<file path="src/rtl/hscan_pulse_gen.sv">
module hscan_pulse_gen #(
  parameter int DIV    = 4,
  parameter int STAGES = 228,
  parameter int LEAD   = 4
) (
  input  logic clk,
  input  logic rst_n,
  input  logic line_go,
  input  logic frame_go,
  input  logic dir_right,
  output logic pst,
  output logic hst,
  output logic hck1,
  output logic hck2,
  output logic rgt
);
  localparam int HALF  = DIV / 2;
  localparam int TOTAL = LEAD + STAGES;
  localparam int PW    = (DIV > 1) ? $clog2(DIV) : 1;
  localparam int CW    = $clog2(TOTAL + 1);

  logic          busy;
  logic [PW-1:0] ph;
  logic [CW-1:0] per;
  logic          rgt_q, pend, nxt;

  always_ff @(posedge clk) begin
    if (!rst_n) begin
      busy  <= 1'b0;
      ph    <= '0;
      per   <= '0;
      rgt_q <= 1'b1;
      pend  <= 1'b0;
      nxt   <= 1'b1;
    end else begin
      if (busy) begin
        if (ph == PW'(DIV - 1)) begin
          ph <= '0;
          if (per == CW'(TOTAL - 1)) begin
            busy <= 1'b0;
            per  <= '0;
          end else begin
            per <= per + 1'b1;
          end
        end else begin
          ph <= ph + 1'b1;
        end
      end else if (line_go) begin
        busy <= 1'b1;
        ph   <= '0;
        per  <= '0;
      end
      if (frame_go) begin
        pend <= 1'b1;
        nxt  <= dir_right;
      end else if (pend && !busy) begin
        pend  <= 1'b0;
        rgt_q <= nxt;
      end
    end
  end

  wire first_half = ph < PW'(HALF);
  wire act_p      = busy && (per == '0) && first_half;
  wire act_h      = busy && (per == CW'(LEAD)) && first_half;

  assign hck1 = busy & ~(first_half ^ rgt_q);
  assign hck2 = ~hck1;
  assign pst  = act_p ^ ~rgt_q;
  assign hst  = act_h ^ ~rgt_q;
  assign rgt  = rgt_q;
endmodule

</file>
<file path="config.mk">
export PLATFORM = sky130hd
export DESIGN_NAME = hscan_pulse_gen
export DESIGN_NICKNAME = d
export VERILOG_FILES = /design/src/rtl/hscan_pulse_gen.sv
export SDC_FILE = /design/constraint.sdc
export NUM_CORES = 1
export LEC_CHECK = 0
export BUFFER_PORTS_ARGS = -buffer_cell sky130_fd_sc_hd__buf_2
export CAP_MARGIN = 5
export CELL_PAD_IN_SITES_DETAIL_PLACEMENT = 0
export CELL_PAD_IN_SITES_GLOBAL_PLACEMENT = 2
export CORE_MARGIN = 3
export CORE_UTILIZATION = 35
export CTS_BUF_LIST = sky130_fd_sc_hd__clkbuf_2 sky130_fd_sc_hd__clkbuf_4 sky130_fd_sc_hd__clkbuf_8
export DETAILED_ROUTE_END_ITERATION = 12
export PLACE_DENSITY = 0.86
export SYNTH_ARGS = -nofsm -noshare
export SYNTH_HDL_FRONTEND = slang
export SYNTH_SLANG_ARGS = --single-unit
</file>
<file path="constraint.sdc">
create_clock -name clk -period 2.2 [get_ports clk]
set_input_delay 0.11 -clock clk [delete_from_list [all_inputs] [get_ports clk]]
set_output_delay 0.11 -clock clk [all_outputs]
set_load 0.01 [all_outputs]
</file>
==> results of run 1 <==
==> layer usage <==
| metal | wire [µm] | up-vias |
|---|---|---|
| li1 | - | 345 |
| met4 | 34 | 0 |
| met5 | 0 | - |
| met3 | 72 | 4 |
| met2 | 709 | 15 |
| met1 | 775 | 309 |
==> per-stage QoR <==
step                hold WS, ps  instances  setup WS (ps)  instance area, µm²  util (%)
floorplan                   238         90            673                 769         -
global placement            336        123            619                 838      41.5
detailed placement          335        123            586                 838      41.5
CTS                        42.5        126            424                 861      42.6
global route               50.7        126            270                 861      42.6
finish                     48.2        126            455                 861      42.6
==> worst min-delay path by stage <==
| stage | start | to | slack [ps] | cells past startpoint |
|---|---|---|---|---|
| 6_report | dir_right | nxt | 50 | 3 |
| 5_1_grt | dir_right | nxt | 50 | 3 |
| 4_1_cts | dir_right | nxt | 40 | 3 |
| 3_5_place_dp | dir_right | nxt | 330 | 3 |
| 3_3_place_gp | dir_right | nxt | 340 | 3 |
| 2_1_floorplan | dir_right | nxt | 240 | 2 |
==> power groups by stage <==
| stage | clock, mW | combinational (mW) | sequential [mW] |
|---|---|---|---|
| finish | 0.142 | 0.0520 | 0.266 |
| global route | 0.159 | 0.0586 | 0.267 |
| CTS | 0.149 | 0.0527 | 0.266 |
| detailed placement | 0 | 0.0525 | 0.272 |
| global placement | 0 | 0.0519 | 0.272 |
| floorplan | 0 | 0.0350 | 0.270 |
==> registers in the layout, summed over array words and instances, names as in the netlist <==
signal and cells:
busy 1, nxt 1, pend 1, per 8, ph 2, rgt 1
==> cell families (layout without fill, tap and decap cells) <==
kind of cell | after synthesis | after routing | share of synthesized area (%)
adders and majority gates | 3 | 3 | 4.88
and+or+nand+nor | 35 | 35 | 25.5
buffers and inverters | 9 | 18 | 4.72
muxes | 4 | 4 | 5.20
AOI/OAI and AO/OA | 21 | 21 | 18.7
DFF | 14 | 14 | 36.4
xor gates and xnor gates | 4 | 4 | 4.55
==> cell usage in the layout, fill, tap and decap left out <==
cell type,netlist,routed
o41a_1,1,1
nor4b_1,1,1
a21oi_1,5,5
nand3_1,4,4
ha_1,3,3
buf_2,2,9
xor2_1,2,2
nor2_1,3,3
and4bb_4,1,1
buf_4,0,1
o211a_1,1,1
a32o_1,1,1
a31oi_1,5,5
a21boi_0,1,1
nand2_1,12,12
nor3b_1,3,3
and3_1,2,2
a41oi_1,2,2
nand4_1,2,2
nor2b_1,4,4
mux2i_1,4,4
inv_1,5,5
o21ai_0,3,3
or2_1,1,1
dfxtp_1,14,14
and2_4,1,1
a22oi_1,1,1
clkbuf_4,0,3
and3_2,1,1
a21oi_2,1,1
xnor2_1,2,2
==> worst reg2reg max path: stages, from the launching register on <==
cell and delay [ps]:
dfxtp_1 360, ha_1 280, and3_1 240, and2_4 170
o41a_1 390, a31oi_1 150
==> final cells by class <==
class                           instances  share of cell area [%]
Tap cell                               27                    3.92
Clock buffer                            3                    2.62
Inverter                                5                    2.18
Timing Repair Buffer                   10                    6.10
Sequential cell                        14                    32.6
Multi-Input combinational cell         67                    52.6
==> reports/metrics.sh, run 1 <==
MULTI_INPUT_AREA_UM2=453
FINALSETUPTNS_PS=0
CRITPATHSLOWESTCELL='dfxtp_1'
CTS.REPAIR_TIMING.SETUP_BUFFER_COUNT=0
WORST_R2R_PATH_DEPTH=5
VIA_COUNT=673
DIE_HEIGHT_UM=52.9
TOTAL_POWER_mW=0.459
CP_MAX_FO=7
GR-USAGE-ALL-LAYERS_PCT=13.3
NETLIST.TOP_CELL.BY_AREA='dfxtp_1'
NUM-FILL-CELLS=217
CORE_UM2=2020
GP_CONGESTION=0.748
SYNTHTOPCELLSBYCOUNT='14 x dfxtp_1, 12 x nand2_1, 5 x a21oi_1, 5 x a31oi_1, 5 x inv_1'
GRT_USE_MET1_PCT=18.0
SYNTH_FP_NETS=98
TIMING.FINAL.MAX_SLEW_VIOLATIONS=0
FINALHOLDVIOLATIONS=0
CTS_HOLD_BUFFERS=0
CRIT_PATH_CELL_TRACE='nor4b_1 -> nand4_1 -> or2_1 -> xor2_1 -> buf_2'
AREA.SEQUENTIAL_UM2=280
DETAIL-ROUTE-ANTENNA-NETS=0
STARTPOINT='per[5]'
SYN_TO_FINAL_GROWTH_PCT=11.9
SYNTH_TOP_AREA_SHARE_PCT=36.4
TIMING.CRITICAL_PATH.ARRIVAL_PS=1640
DIE-AREA_UM2=2800
TIMING.CRITICAL_PATH.FROM_TYPE='flop'
IOS=10
DETAILEDROUTE.FIRSTITERATIONVIOLATIONS=16
DPL.HPWL_UM=1160
GR-TOTAL-OVERFLOW=0
DEEPEST_LEVEL_OF_THE_CTS_H_TREE=1
PWR_DENSITY_CELL_nW_PER_UM2=534
CTS_TREE='yes'
GRT_START_MAX_NET_PINS=17
ENDPOINT='hst'
PORT_BUFFERS=9
FIRST_GLOBAL_VIAS=585
FMAX_MHz=573
GLOBAL_ROUTE.USAGE.MET3_PCT=3.38
CLKPWRFRAC_PCT=30.8
FINALWIRELENGTH_UM=1590
POWER.SHARE.SEQUENTIAL_PCT=57.8
CTSROOTBUFFERMASTER='clkbuf_4'
CLOCK_SKEW_PS=2.27
CLOCK_TRANSITION_AT_THE_REGISTERS_OF_THE_REPORTED_PATHS_PS=80
SWITCHING_POWER_mW=0.112
CORE.ROWCOUNT=16
UNREPAIRED_SETUP_ENDPOINTS_AFTER_GLOBAL_ROUTING='no'
SYN_AREA_UM2=769
CRITICAL_PATH_CELL_COUNT=5
WORSTPATHREQUIRED_PS=2090
R2R_START='per[0]'
CTS_MAX_PATH_BUFFERS=2
HOLD_PATH.CLASS='input pin to flop'
CRITICAL-PATH-MAX-STAGE-DELAY_PS=380
PERIOD_NEEDED_PS=1750
SYNTHARSTFLOPSHARE_PCT=0
SYN_AREA_PER_CELL_UM2=8.55
SYNTH.YOSYS.SEQ_AREA_SHARE_PCT=36.4
INITIAL_CORE_UTILIZATION_PCT=38.1
ANTENNA_FOUND_INITIAL=0
POSTSYNTHREGISTERBITS=14
TIMING.SETUP.CRITICAL_PATH_CLASS='flop to primary output'
WORST_SLEW_MARGIN_REL_PCT=74.8
CRIT_BUF_INV=1
YOSYSMOSTFREQUENTCELL='dfxtp_1'
TOTAL_LEAKAGE_POWER_nW=0.331
DIE_WIDTH_UM=52.9
P_SW_SHARE_PCT=24.4
WORST_PIN_SLEW_PS=367
FINAL_LAYOUT_SIZE_SUFFIX_GT1_SHARE_PCT=17.2
COMB_POWER_SHARE_PCT=11.3
ROUTE.DETAILED.DRC=0
DRT-PASS1-ITER-COUNT=4
WORST_PATH_DOMINANT_CELL_FAMILY='simple AND/OR/NAND/NOR gates'
CRITPATHCAPTURETYPE='primary output'
GLOBAL_ROUTE_WIRE_LENGTH_BEFORE_REPAIR_UM=2610
SYNTH_CELLS=90
WL_PER_CELL_UM=12.6
GR-MAX-USAGE-LAYER='met2'
SYNTHDISTINCTLIBCELLS=30
SYNTH_ENABLE_FLOP_CELLS=0
CTS_MADE_BUFFERS=3
MAX_CAP_VIOLATIONS=0
R2R_SETUP_SLACK_PS=550
INTERNAL-POWER_mW=0.347
ENDPOINTS_FAILING_SETUP=0
CTS_SINKS=14
NETLIST_TOP_CELLS_AREA='dfxtp_1 36%, nand2_1 5.9%, mux2i_1 5.2%'
DRT-VIAS-PER-INSTANCE=5.34
POST_CTS_RESIZED=0
VDD_DROP_MAX_V=0.000354
FIN_CRIT_SH_PCT=79.3
YOSYSWARNINGS=0
SYNTHFLOPTYPE='dfxtp_1'
GLOBAL_ROUTE.USAGE.MET2_PCT=18.2
CLOCK_LATENCY_PS=270
OUTCOME='finished clean'
REG_TO_REG_ENDPOINT='per[7]'
LAYOUT.NETS=109
DIODES=0
Note: power is estimated with default switching activity, not from simulation.
==> inputs of run 2 (changes only) <==
--- a/config.mk
+++ b/config.mk
@@ -10,10 +10,10 @@
 export CELL_PAD_IN_SITES_DETAIL_PLACEMENT = 0
 export CELL_PAD_IN_SITES_GLOBAL_PLACEMENT = 2
 export CORE_MARGIN = 3
-export CORE_UTILIZATION = 35
+export CORE_UTILIZATION = 31
 export CTS_BUF_LIST = sky130_fd_sc_hd__clkbuf_2 sky130_fd_sc_hd__clkbuf_4 sky130_fd_sc_hd__clkbuf_8
 export DETAILED_ROUTE_END_ITERATION = 12
-export PLACE_DENSITY = 0.86
+export PLACE_DENSITY = 0.81
 export SYNTH_ARGS = -nofsm -noshare
 export SYNTH_HDL_FRONTEND = slang
 export SYNTH_SLANG_ARGS = --single-unit
==> constraint.sdc (replaced) <==
create_clock -name clk -period 1.6 [get_ports clk]
set_input_delay 0.08 -clock clk [delete_from_list [all_inputs] [get_ports clk]]
set_output_delay 0.08 -clock clk [all_outputs]
set_load 0.01 [all_outputs]
==> run 2 against run 1 <==
The flow now finishes with violations (setup timing). Routed wire length is 0.82% lower. First-iteration DRC count rose by 50%. Worst hold slack lost 26 ps. Die area grew 11%. Setup slack lost 490 ps. Power rose by 51%. Clock skew is 1.1 ps higher. Via count rose by 3.7%. Count of clock-buffer cells in the layout up 1. Design area rose by 14%. Flip-flop and latch count unchanged. Critical path depth grew 2. Largest power group unchanged.
==> reports/metrics.sh, run 2 (same netlist as run 1, synthesis figures left out) <==
DEEPEST_LEVEL_OF_THE_CTS_H_TREE=1
MAX_CAP_VIOLATIONS=0
FIRST_GLOBAL_VIAS=586
CTS_SINKS=14
INTERNAL-POWER_mW=0.529
INITIAL_CORE_UTILIZATION_PCT=33.8
FINAL_COMMON_CELL='nand2_1'
POST-PLACE-WS_PS=98.7
PERIOD_NEEDED_PS=1640
DIE_HEIGHT_UM=55.8
TOTAL_POWER_mW=0.693
HOLD_PATH.CLASS='input pin to flop'
FINALHOLDVIOLATIONS=0
CTS_MADE_BUFFERS=3
PWR_DENSITY_CELL_nW_PER_UM2=708
DPL.HPWL_UM=1210
FAILING_CHECKS='setup timing'
TIMING.CRITICAL_PATH.ARRIVAL_PS=1560
REGMOSTFLOPS='per'
VIA_COUNT=698
DETAILED_PLACE.AREA_UM2=870
PLACEDCELLCOUNT=128
CTS_HOLD_BUFFERS=0
GR-USAGE-ALL-LAYERS_PCT=10.8
WORSTPATHREQUIRED_PS=1520
TIMING.CRITICAL_PATH.FROM_TYPE='flop'
DIE-AREA_UM2=3120
CORE.ROWCOUNT=17
FINAL_LAYOUT_WORST_HOLD_SLACK_PS=22.1
FINALSETUPTNS_PS=-37.9
DRT-VIAS-PER-INSTANCE=5.21
CRIT_PATH_CELL_TRACE='buf_6 -> inv_2 -> ha_4 -> nand4_1 -> or2_1 -> xor2_1 -> buf_2'
FINAL_LAYOUT_SIZE_SUFFIX_GT1_SHARE_PCT=32.1
POWER.SHARE.SEQUENTIAL_PCT=52.6
OUTCOME='complete, but fails checks'
TOTAL_LEAKAGE_POWER_nW=0.381
CRITPATHCAPTURETYPE='primary output'
DRT-PASS1-ITER-COUNT=4
GR-TOTAL-OVERFLOW=0
LARGEST_REGISTER_FFS=8
FIN_CRIT_SH_PCT=102
WL_PER_CELL_UM=11.8
LAYOUT.NETS=115
SWITCHING_POWER_mW=0.164
CTS_TREE='yes'
SYN_TO_FINAL_GROWTH_PCT=27.2
FMAX_MHz=611
DETAIL-ROUTE-ANTENNA-NETS=0
CLOCK_LATENCY_PS=280
CP_MAX_FO=5
FINALNONFILLERCELLS=134
DIE_WIDTH_UM=55.8
ROUTE.DETAILED.DRC=0
CRITPATHSLOWESTCELL='dfxtp_2'
WORST_SLEW_MARGIN_REL_PCT=76.1
VDD_DROP_MAX_V=0.000580
CLKPWRFRAC_PCT=36.9
COMB_POWER_SHARE_PCT=10.5
CTS_MAX_PATH_BUFFERS=2
GP_CONGESTION=0.783
GRT_START_MAX_NET_PINS=17
IOS=10
LARGEST_REGISTERS_RANKED_BY_FLIP_FLOP_COUNT='per x8, ph x2'
CRITICAL-PATH-MAX-STAGE-DELAY_PS=330
NUM-FILL-CELLS=220
DETAILEDROUTE.FIRSTITERATIONVIOLATIONS=24
TIMING.FINAL.MAX_SLEW_VIOLATIONS=0
MOST-COMMON-LAYOUT-CELLS='12 x nand2_1, 10 x dfxtp_1, 9 x buf_2'
TIMING.SETUP.CRITICAL_PATH_CLASS='flop to primary output'
CLOCK_TRANSITION_AT_THE_REGISTERS_OF_THE_REPORTED_PATHS_PS=90
ANTENNA_FOUND_INITIAL=0
CTSROOTBUFFERMASTER='clkbuf_4'
CRIT_BUF_INV=3
FINALCOREUTILIZATION_PCT=43.0
R2R_SETUP_SLACK_PS=70
PORT_BUFFERS=9
P_SW_SHARE_PCT=23.7
TIMING.FINAL.WS_SETUP_PS=-37.9
STDCELL_AREA_UM2=978
WORST_PATH_DOMINANT_CELL_FAMILY='simple AND/OR/NAND/NOR gates'
CLOCK_SKEW_PS=3.32
FINALWIRELENGTH_UM=1580
WORST_PIN_SLEW_PS=349
CORE_UM2=2280
GLOBAL_ROUTE_WIRE_LENGTH_BEFORE_REPAIR_UM=2660
UNREPAIRED_SETUP_ENDPOINTS_AFTER_GLOBAL_ROUTING='yes'
ENDPOINTS_FAILING_SETUP=1
DIODES=0
[run 2: final timing paths]
path                   from      to  depth (start not counted)
setup reg to reg     per[1]  per[7]                          6
setup / recovery     per[0]     hst                          7
hold reg to reg         nxt     nxt                          2
hold / removal    dir_right     nxt                          3
[run 2: power by group through the flow]
stage | registers, mW | logic [mW] | clock network [mW]
final | 0.365 | 0.0728 | 0.255
after global routing | 0.366 | 0.0814 | 0.277
after CTS | 0.365 | 0.0737 | 0.265
after detailed placement | 0.374 | 0.0715 | 0
after global placement | 0.373 | 0.0721 | 0
after floorplan | 0.372 | 0.0482 | 0
[run 2: cell type report]
cell class | count | area, µm² | share of cell area, %
inverters | 5 | 18.8 | 1.92
flip-flops and latches | 14 | 288 | 29.4
repair buffers | 16 | 105 | 10.7
clock buffers | 4 | 36.3 | 3.71
multi-input cells | 67 | 495 | 50.6
well taps | 28 | 35.0 | 3.58
[run 2: repair_timing]
item	CTS	global route
pin swaps	2	2
setup endpoints to repair	2	5
buffers inserted	1	1
gates resized for setup	4	13
[run 2: worst reg2reg max path: stages, from the launching register on]
cell     delay (ps)
dfxtp_2         330
buf_4           120
ha_2            170
and3_4          160
and2_4          150
o41a_1          390
a31oi_1         140
[run 2: routing by layer]
layer | track usage [%] | wire length, µm
met5 | 0 | 0
met4 | 4.07 | 11
met3 | 3.02 | 72
met2 | 14.7 | 690
met1 | 15.9 | 803
==> inputs of run 3 (changes only) <==
--- a/config.mk
+++ b/config.mk
@@ -13,7 +13,7 @@
 export CORE_UTILIZATION = 31
 export CTS_BUF_LIST = sky130_fd_sc_hd__clkbuf_2 sky130_fd_sc_hd__clkbuf_4 sky130_fd_sc_hd__clkbuf_8
 export DETAILED_ROUTE_END_ITERATION = 12
-export PLACE_DENSITY = 0.81
+export PLACE_DENSITY_LB_ADDON = 0.1
 export SYNTH_ARGS = -nofsm -noshare
 export SYNTH_HDL_FRONTEND = slang
 export SYNTH_SLANG_ARGS = --single-unit
==> run 3 against run 2 <==
The flow still finishes with violations (setup timing). Die area unchanged. Global-route usage up 1.0 points. Non-clock buffer count up 2. Sequential power about the same. Register-to-register slack better by 20 ps. Cell count up 1.5%. Power up 3.4%. Design area up 2.3%. Clock power up 7%. Critical endpoint unchanged. Largest power group unchanged. Highest routed layer unchanged.
==> reports/metrics.sh, run 3 (same netlist as run 1, synthesis figures left out) <==
CRIT_PATH_CELL_TRACE='buf_4 -> inv_4 -> ha_4 -> nand4_1 -> or2_1 -> xor2_1 -> buf_2'
AREA.SEQUENTIAL_UM2=285
INITIAL_CORE_UTILIZATION_PCT=33.8
PORT_BUFFERS=9
HOLD_PATH.CLASS='input pin to flop'
LARGEST_REGISTER_FFS=8
WORSTPATHREQUIRED_PS=1520
GLOBAL_ROUTE_WIRE_LENGTH_BEFORE_REPAIR_UM=2910
CORE.ROWCOUNT=17
NUM-FILL-CELLS=230
GRT_START_MAX_NET_PINS=17
DRT-VIAS-PER-INSTANCE=5.17
STDCELL_AREA_UM2=1000
DIE_HEIGHT_UM=55.8
FIN_CRIT_SH_PCT=103
CRITICAL-PATH-MAX-STAGE-DELAY_PS=330
DIODES=0
REGMOSTFLOPS='per'
WORST_PIN_SLEW_PS=305
ROUTE.DETAILED.DRC=0
MOST-COMMON-LAYOUT-CELLS='12 x nand2_1, 10 x dfxtp_1, 9 x buf_2'
CTS_MADE_BUFFERS=3
DIE-AREA_UM2=3120
CTSROOTBUFFERMASTER='clkbuf_4'
DIE_WIDTH_UM=55.8
TIMING.SETUP.CRITICAL_PATH_CLASS='flop to primary output'
DRT-PASS1-ITER-COUNT=4
TIMING.CRITICAL_PATH.ARRIVAL_PS=1570
LAYOUT.NETS=117
CLOCK_TRANSITION_AT_THE_REGISTERS_OF_THE_REPORTED_PATHS_PS=90
TIMING.CRITICAL_PATH.FROM_TYPE='flop'
CRITPATHCAPTURETYPE='primary output'
GR-USAGE-ALL-LAYERS_PCT=11.8
ROUTE.LAYER.MET1.WL_UM=908
FINAL_LAYOUT_SIZE_SUFFIX_GT1_SHARE_PCT=35.2
DETAILEDROUTE.FIRSTITERATIONVIOLATIONS=10
FINALSETUPTNS_PS=-45.9
DPL.HPWL_UM=1230
LARGEST_REGISTERS_RANKED_BY_FLIP_FLOP_COUNT='per x8, ph x2'
CLOCK_LATENCY_PS=290
ANTENNA_FOUND_INITIAL=0
CLOCK_SKEW_PS=1.20
WORST_SLEW_MARGIN_REL_PCT=79.3
WL_PER_CELL_UM=13.1
FINALWIRELENGTH_UM=1780
MULTI_INPUT_AREA_UM2=504
MAX_CAP_VIOLATIONS=0
CP_MAX_FO=5
FINAL_COMMON_CELL='nand2_1'
FMAX_MHz=608
HIGHEST-SIGNAL-LAYER='met4'
CORE_UM2=2280
DETAILED_PLACE.AREA_UM2=892
GR-TOTAL-OVERFLOW=0
TIMING.FINAL.MAX_SLEW_VIOLATIONS=0
FAILING_CHECKS='setup timing'
OUTCOME='complete, but fails checks'
DR_WL_MET3_UM=56
POST-PLACE-WS_PS=78.0
FINALCOREUTILIZATION_PCT=44.0
UNREPAIRED_SETUP_ENDPOINTS_AFTER_GLOBAL_ROUTING='yes'
CTS_SINKS=14
DETAIL-ROUTE-ANTENNA-NETS=0
PWR_DENSITY_CELL_nW_PER_UM2=716
VDD_DROP_MAX_V=0.000379
DEEPEST_LEVEL_OF_THE_CTS_H_TREE=1
CTS_TREE='yes'
FINALHOLDVIOLATIONS=0
PERIOD_NEEDED_PS=1650
VIA_COUNT=703
FIRST_GLOBAL_VIAS=632
ENDPOINTS_FAILING_SETUP=1
WL_MET2_UM=784
TOTAL_LEAKAGE_POWER_nW=0.393
TIMING.FINAL.WS_SETUP_PS=-45.9
GP_CONGESTION=0.722
CRITPATHSLOWESTCELL='dfxtp_2'
SYN_TO_FINAL_GROWTH_PCT=30.1
IOS=10
CTS_MAX_PATH_BUFFERS=2
run 3: changes by cell type in the layout (fill, tap and decap cells not counted):
cell     change
nand3_1      -1
inv_4        +2
buf_4        +3
mux2i_2      +1
buf_6        -1
dfxtp_2      +1
dfxtp_4      -1
inv_2        -2
mux2i_1      -1
nand3_2      +1
run 3: final cells by class:
class | instances | area share [%]
multi-input combinational | 67 | 50.4
sequential | 14 | 28.5
timing repair buffer | 18 | 11.6
clock buffer | 4 | 3.62
tap | 28 | 3.50
inverter | 5 | 2.38
run 3: path summary, 6_finish.rpt:
kind	slack (ps)	startpoint	to	cells after the start
max reg2reg	90	per[0]	per[7]	5
min reg2reg	480	nxt	rgt	2
min	4	dir_right	nxt	3
max	-50	per[1]	hst	7
run 3: report_power, final:
group | leakage, nW | switching, mW | internal [mW]
clock | 0.0210 | 0.133 | 0.139
combinational | 0.256 | 0.0426 | 0.0362
sequential | 0.116 | 0.00719 | 0.359
total | 0.393 | 0.183 | 0.534
run 3: metal layers:
layer | global-route usage, % | vias up
met5 | 0 | -
met4 | 6.10 | 0
met3 | 2.32 | 4
met2 | 16.9 | 8
met1 | 16.7 | 325
li1 | - | 366
run 3: metrics by stage:
| stage | hold WS (ps) | cells | total power, mW |
|---|---|---|---|
| 6_report | 3.99 | 136 | 0.717 |
| 4_1_cts | 7.72 | 136 | 0.718 |
| 3_3_place_gp | 301 | 131 | 0.447 |
| 5_1_grt | 11.4 | 136 | 0.750 |
| 3_5_place_dp | 310 | 131 | 0.447 |
| 2_1_floorplan | 208 | 90 | 0.420 |
run 3: critical path, delay by kind of cell (launching register included):
family,cells,cell delay [ps]
and+or+nand+nor,2,350
adders and majority gates,1,110
buffers and inverters,3,340
DFF,1,330
xor gates and xnor gates,1,140
run 3: what timing repair did:
item,4_1_cts,5_1_grt
hold buffers,0,0
endpoints found under the setup margin,2,4
pin swaps,3,2
gates resized for setup,7,11
buffers inserted,1,0
